--- src/rtl/seq_pkg.sv ---
package seq_pkg;

   typedef enum logic [1:0] {
      STG_IDLE   = 2'd0,
      STG_REGRD  = 2'd1,
      STG_SELECT = 2'd2,
      STG_RUN    = 2'd3
   } stg_t;

   // a and b both below n, or b at most n: single wrap is enough
   function automatic int ring_add(int a, int b, int n);
      int s;
      s = a + b;
      return (s >= n) ? s - n : s;
   endfunction

   // age distance from index 'from' forward to index 'to'
   function automatic int ring_dist(int from, int to, int n);
      return (to >= from) ? to - from : to + n - from;
   endfunction

endpackage

--- src/rtl/seq_ring_ptr.sv ---
module seq_ring_ptr #(
   parameter int NUM_ENG = 4,
   localparam int IDX_W = $clog2(NUM_ENG),
   localparam int CNT_W = $clog2(NUM_ENG + 1)
) (
   input  logic             clk,
   input  logic             rst_n,
   input  logic             fire,
   input  logic             retire,
   input  logic             cut,
   input  logic [IDX_W-1:0] cut_off,
   output logic [IDX_W-1:0] head,
   output logic [CNT_W-1:0] count
);

   logic [IDX_W-1:0] head_inc;
   logic [CNT_W-1:0] count_d;

   generate
      if ((NUM_ENG & (NUM_ENG - 1)) == 0) begin : g_pow2
         assign head_inc = head + IDX_W'(1);
      end else begin : g_gen
         assign head_inc = (head == IDX_W'(NUM_ENG - 1)) ? '0 : head + IDX_W'(1);
      end
   endgenerate

   always_comb begin
      int base;
      base = cut ? int'(cut_off) + 1 : int'(count);
      base = base - (retire ? 1 : 0) + (fire ? 1 : 0);
      count_d = CNT_W'(base);
   end

   always_ff @(posedge clk or negedge rst_n) begin
      if (!rst_n) begin
         head  <= '0;
         count <= '0;
      end else begin
         count <= count_d;
         if (retire) head <= head_inc;
      end
   end

endmodule

--- src/rtl/seq_misp_pick.sv ---
module seq_misp_pick
   import seq_pkg::*;
#(
   parameter int NUM_ENG = 4,
   localparam int IDX_W = $clog2(NUM_ENG),
   localparam int CNT_W = $clog2(NUM_ENG + 1)
) (
   input  logic [NUM_ENG-1:0] misp,
   input  logic [IDX_W-1:0]   head,
   input  logic [CNT_W-1:0]   count,
   output logic               cut,
   output logic [IDX_W-1:0]   cut_off,
   output logic [NUM_ENG-1:0] kill
);

   always_comb begin
      logic found;
      int   pos;
      found = 1'b0;
      pos   = 0;
      for (int k = 0; k < NUM_ENG; k++) begin
         if (!found && k < int'(count) && misp[ring_add(int'(head), k, NUM_ENG)]) begin
            found = 1'b1;
            pos   = k;
         end
      end
      cut     = found;
      cut_off = IDX_W'(pos);
      for (int e = 0; e < NUM_ENG; e++) begin
         int d;
         d = ring_dist(int'(head), e, NUM_ENG);
         kill[e] = found && (d > pos) && (d < int'(count));
      end
   end

endmodule

--- src/rtl/seq_eng_slot.sv ---
module seq_eng_slot
   import seq_pkg::*;
(
   input  logic clk,
   input  logic rst_n,
   input  logic occ,
   input  logic go,
   input  logic kill,
   input  logic done_in,
   output logic fin,
   output logic run
);

   stg_t stg;

   always_ff @(posedge clk or negedge rst_n) begin
      if (!rst_n) begin
         stg <= STG_IDLE;
         fin <= 1'b0;
      end else if (kill) begin
         stg <= STG_IDLE;
         fin <= 1'b0;
      end else begin
         if (go) begin
            stg <= STG_REGRD;
         end else begin
            case (stg)
               STG_REGRD:  stg <= STG_SELECT;
               STG_SELECT: stg <= STG_RUN;
               default:    stg <= stg;
            endcase
         end
         if (occ && done_in) fin <= 1'b1;
      end
   end

   assign run = (stg == STG_RUN);

endmodule

--- src/rtl/blk_ring_seq.sv ---
module blk_ring_seq
   import seq_pkg::*;
#(
   parameter int NUM_ENG = 4,
   parameter int ID_W    = 8,
   localparam int IDX_W  = $clog2(NUM_ENG),
   localparam int CNT_W  = $clog2(NUM_ENG + 1)
) (
   input  logic               clk,
   input  logic               rst_n,
   input  logic               disp_valid,
   input  logic [ID_W-1:0]    disp_id,
   output logic               disp_ready,
   input  logic [NUM_ENG-1:0] done,
   input  logic [NUM_ENG-1:0] mispredict,
   output logic [NUM_ENG-1:0] assign_eng,
   output logic [ID_W-1:0]    assign_id,
   output logic [NUM_ENG-1:0] clear_eng,
   output logic [NUM_ENG-1:0] nonspec,
   output logic [NUM_ENG-1:0] run,
   output logic [IDX_W-1:0]   head_idx,
   output logic [IDX_W-1:0]   tail_idx,
   output logic [CNT_W-1:0]   occ_cnt
);

   generate
      if (NUM_ENG < 2) begin : g_bad_eng
         $error("blk_ring_seq: NUM_ENG must be at least 2");
      end
      if (ID_W < 1) begin : g_bad_id
         $error("blk_ring_seq: ID_W must be at least 1");
      end
   endgenerate

   logic [IDX_W-1:0]   head;
   logic [CNT_W-1:0]   count;
   logic               cut;
   logic [IDX_W-1:0]   cut_off;
   logic [NUM_ENG-1:0] kill_vec;
   logic [NUM_ENG-1:0] occ_vec;
   logic [NUM_ENG-1:0] fin_vec;
   logic [IDX_W-1:0]   slot;
   logic               fire;
   logic               retire;

   seq_misp_pick #(.NUM_ENG(NUM_ENG)) u_pick (
      .misp    (mispredict),
      .head    (head),
      .count   (count),
      .cut     (cut),
      .cut_off (cut_off),
      .kill    (kill_vec)
   );

   assign disp_ready = (count != CNT_W'(NUM_ENG)) && !cut;
   assign fire       = disp_valid && disp_ready;
   assign slot       = IDX_W'(ring_add(int'(head), int'(count), NUM_ENG));
   assign retire     = (count != '0) && (fin_vec[head] || done[head]);

   always_comb begin
      for (int e = 0; e < NUM_ENG; e++) begin
         occ_vec[e]    = ring_dist(int'(head), e, NUM_ENG) < int'(count);
         assign_eng[e] = fire && (int'(slot) == e);
         nonspec[e]    = (count != '0) && (int'(head) == e);
      end
   end

   seq_ring_ptr #(.NUM_ENG(NUM_ENG)) u_ptr (
      .clk     (clk),
      .rst_n   (rst_n),
      .fire    (fire),
      .retire  (retire),
      .cut     (cut),
      .cut_off (cut_off),
      .head    (head),
      .count   (count)
   );

   for (genvar g = 0; g < NUM_ENG; g++) begin : g_eng
      seq_eng_slot u_slot (
         .clk     (clk),
         .rst_n   (rst_n),
         .occ     (occ_vec[g]),
         .go      (assign_eng[g]),
         .kill    (kill_vec[g] || (retire && (int'(head) == g))),
         .done_in (done[g]),
         .fin     (fin_vec[g]),
         .run     (run[g])
      );
   end

   assign clear_eng = kill_vec;
   assign assign_id = disp_id;
   assign head_idx  = head;
   assign tail_idx  = IDX_W'(ring_add(int'(head),
                         (count == '0) ? NUM_ENG - 1 : int'(count) - 1, NUM_ENG));
   assign occ_cnt   = count;

endmodule

--- config.mk ---
export PLATFORM = sky130hd
export DESIGN_NAME = blk_ring_seq
export DESIGN_NICKNAME = d
export VERILOG_FILES = /design/src/rtl/seq_pkg.sv /design/src/rtl/seq_ring_ptr.sv /design/src/rtl/seq_misp_pick.sv /design/src/rtl/seq_eng_slot.sv /design/src/rtl/blk_ring_seq.sv
export SDC_FILE = /design/constraint.sdc
export NUM_CORES = 1
export LEC_CHECK = 0
export BUFFER_PORTS_ARGS = -buffer_cell sky130_fd_sc_hd__buf_2
export CORE_ASPECT_RATIO = 1.25
export CORE_MARGIN = 2
export CORE_UTILIZATION = 55
export CTS_BUF_LIST = sky130_fd_sc_hd__clkbuf_8
export CTS_CLUSTER_DIAMETER = 30
export DETAILED_ROUTE_END_ITERATION = 8
export GPL_TIMING_DRIVEN = 0
export PLACE_DENSITY = 0.91
export RECOVER_POWER = 50
export SLEW_MARGIN = 20
export SYNTH_ARGS = -nofsm -noshare
export SYNTH_HDL_FRONTEND = slang
export SYNTH_SLANG_ARGS = --single-unit
--- constraint.sdc ---
create_clock -name clk -period 5.1 [get_ports clk]
set_clock_uncertainty 0.05 [all_clocks]
set_input_delay 1.02 -clock clk [delete_from_list [all_inputs] [get_ports clk]]
set_output_delay 1.02 -clock clk [all_outputs]
set_load 0.1 [all_outputs]
==> impl_metrics.py <==
metrics = {
    "placed_design": {
        "port_buffers": 42,
        "dp_cells": 283,
        "dpl.hpwl_um": 3220,
        "gp_congestion": 0.863,
    },
    "timing": {
        "layout_min_cycle_time_ns": 4.86,
        "hold_viol_final": 0,
        "slew_viol_final": 0,
        "fin_crit_sh": 0.954,
        "worst-slew-pin-transition_ns": 1.17,
        "grt_setup_unrepaired": "no",
        "relSlewSlack": 0.227,
        "setup_viol": 0,
        "max_freq_ghz": 0.206,
    },
    "run": {
        "drv_cap": 0,
    },
    "layout": {
        "diodes": 0,
        "nets": 300,
        "area_growth_pct": 16.2,
        "final_core_util": 0.674,
        "multiInputGateArea_um2": 1220,
        "drive_above_1_share": 0.280,
        "fin_cells": 287,
        "fill_cells": 289,
        "seq_area_um2": 425,
    },
    "global_route": {
        "grt_usage": 0.222,
        "grt_pass1_wl_um": 6820,
        "grt_pass1_vias": 1512,
        "antenna_found_initial": 0,
        "grt_start_max_net_pins": 18,
        "overflow": 0,
    },
    "worst_hold_path": {
        "min_to": "g_eng[2].u_slot.fin",
        "hold_depth": 2,
        "hp-class": "reg2reg",
        "min_from": "g_eng[2].u_slot.fin",
    },
    "synth": {
        "synth_area_per_cell_um2": 9.16,
        "synth-seq-area-share": 0.228,
        "yosysWarnings": 0,
        "synthCells": 204,
        "post_synth_num_cell_types": 41,
        "syn_nets": 253,
        "yosys_register_bits": 17,
        "synth_area_um2": 1870,
    },
    "routing": {
        "vias": 1610,
        "vias_per_cell": 5.61,
        "wl_per_cell_um": 14.7,
        "ant_nets": 0,
        "routed_wl_um": 4210,
        "drt_first_iter_violations": 43,
        "drc_errors": 0,
        "first_pass_iters": 4,
    },
    "setup_path": {
        "startpoint_type": "register",
        "end_kind": "primary output",
        "arrival_ns": 3.79,
        "reg2reg_slack_ns": 1.39,
        "crit-reg2reg-launch": "u_ptr.head[1]",
        "worstPathRequired_ns": 4.03,
        "reg2regPathDepth": 12,
        "path_max_fanout": 8,
        "r2r_end": "u_ptr.count[2]",
        "worstSetupPathType": "reg2out",
    },
    "clock_network": {
        "numCtsBuffers": 3,
        "cts_root_buf": "clkbuf_8",
        "cts.sinks": 17,
        "clkTransAtPathRegs_ns": 0.07,
        "cts_tree": "yes",
        "cts_setup_buffers": 0,
        "htreeDepth": 1,
        "cts.path.max_buffers": 2,
        "insertion_delay_ns": 0.26,
    },
    "floorplanning": {
        "fp.dieW_um": 56.1,
        "core_um2": 3220,
        "io_pins": 51,
        "dieArea_um2": 3880,
        "placementRows": 23,
        "start_util": 0.580,
        "fp.dieH_um": 69.2,
    },
    "status": {
        "outcome": "complete, no violations",
    },
}
[cell usage after synthesis]
cell type	count	area share
a211oi_1	1	0.0040
buf_2	1	0.0027
nand3_1	3	0.0080
o21bai_1	1	0.0040
buf_4	16	0.064
o21ba_2	1	0.0054
xnor2_1	4	0.019
nor3_1	8	0.021
a211oi_2	1	0.0067
o31a_2	2	0.011
or3_1	2	0.0067
mux2_2	1	0.0060
and3_2	1	0.0040
mux4_1	2	0.028
nand2b_1	2	0.0067
nor2b_1	12	0.040
a21o_1	1	0.0040
a21oi_1	14	0.037
o21a_1	1	0.0040
dfrtp_1	17	0.23
a21oi_2	1	0.0047
o211ai_1	1	0.0040
buf_6	2	0.012
inv_1	21	0.042
and3_4	1	0.0060
mux4_2	3	0.036
o21ai_0	8	0.021
a2111oi_2	2	0.016
o21ai_1	2	0.0054
nand4_4	1	0.011
ha_1	27	0.18
and2_1	5	0.017
nor2_1	14	0.028
or3_4	1	0.0060
nand2_1	11	0.022
mux2i_1	3	0.016
nor3b_1	1	0.0040
o21ai_2	3	0.014
nor4_1	1	0.0033
a31oi_1	2	0.0067
fa_1	3	0.032
[placed cells by master (no fill, tap or decap), types with 2 or more instances in the layout]
cell type,n
and2_1,5
clkbuf_1,15
fa_1,3
buf_6,4
mux2i_1,3
nor2_1,13
dfrtp_1,17
nand2b_1,2
nor3_1,8
xnor2_1,4
or3_1,2
inv_1,22
nor2b_1,11
a21oi_1,14
o21ai_1,2
mux4_2,3
a2111oi_2,2
nand3_1,3
o31a_2,2
nand2_1,11
ha_1,26
buf_2,26
a31oi_1,2
mux4_1,2
o21ai_2,3
o21ai_0,8
clkbuf_8,3
buf_4,16
[logic make-up (layout without fill, tap and decap cells)]
group | count (synthesis) | count (layout) | synth area share
simple gates | 63 | 63 | 0.185
mux | 9 | 9 | 0.0863
flops | 17 | 17 | 0.228
xor+xnor | 4 | 4 | 0.0187
compound gates | 41 | 41 | 0.149
fa+ha+maj | 30 | 30 | 0.213
buf+inv | 40 | 86 | 0.121
[critical path, stage by stage, from the launching register on]
cell,delay (ns)
dfrtp_1,0.50
buf_2,0.25
inv_1,0.16
ha_2,0.46
mux4_2,0.57
o21ai_2,0.17
and3_4,0.23
nand2_1,0.06
ha_1,0.31
a21oi_1,0.06
a21oi_1,0.12
o211ai_1,0.14
inv_1,0.08
buf_2,0.42
[what timing repair did]
item,in CTS,in global routing
setup endpoints to repair,0,3
resized for setup,0,9
hold buffers,0,0
[how the worst max path moves through the flow]
stage	from	to	slack [ns]	depth (start not counted)
2_1_floorplan	u_ptr.head[1]	clear_eng[1]	-0.20	10
3_3_place_gp	u_ptr.head[0]	clear_eng[1]	0.38	11
3_5_place_dp	u_ptr.head[0]	clear_eng[1]	0.33	11
4_1_cts	u_ptr.head[1]	clear_eng[1]	0.0007	11
5_1_grt	u_ptr.head[0]	clear_eng[0]	0.04	13
6_report	u_ptr.head[1]	clear_eng[0]	0.24	13
[metrics by stage]
stage	cell area [µm²]	TNS [ns]	hold slack, ns	worst slack (ns)
6_report	2170	0	0.464	0.237
5_1_grt	2170	0	0.541	0.0381
4_1_cts	2170	0	0.461	0.000672
3_5_place_dp	2130	0	0.449	0.326
3_3_place_gp	2130	0	0.429	0.380
2_1_floorplan	1870	-0.386	0.413	-0.201
[flip-flops by register name, summed over array words and instances, names as in the netlist]
| signal | flops |
|---|---|
| u_ptr.head | 2 |
| g_eng.u_slot.fin | 4 |
| g_eng.u_slot.stg | 8 |
| u_ptr.count | 3 |
[layer usage]
metal	track usage	vias up	routed length, µm
met5	0	-	0
met4	0.151	0	155
met3	0.0187	15	205
met2	0.371	71	2190
met1	0.268	740	1660
li1	-	784	-
[layout make-up]
type,count,area share
Multi-Input combinational cell,147,0.564
Sequential cell,17,0.196
Timing Repair Buffer,42,0.0939
Buffer,19,0.0680
Inverter,21,0.0363
Tap cell,37,0.0213
Clock buffer,3,0.0190
Clock inverter,1,0.00173
Power is not shown: default switching activity piles up to over one toggle a cycle in this logic, so the estimate is an artifact.
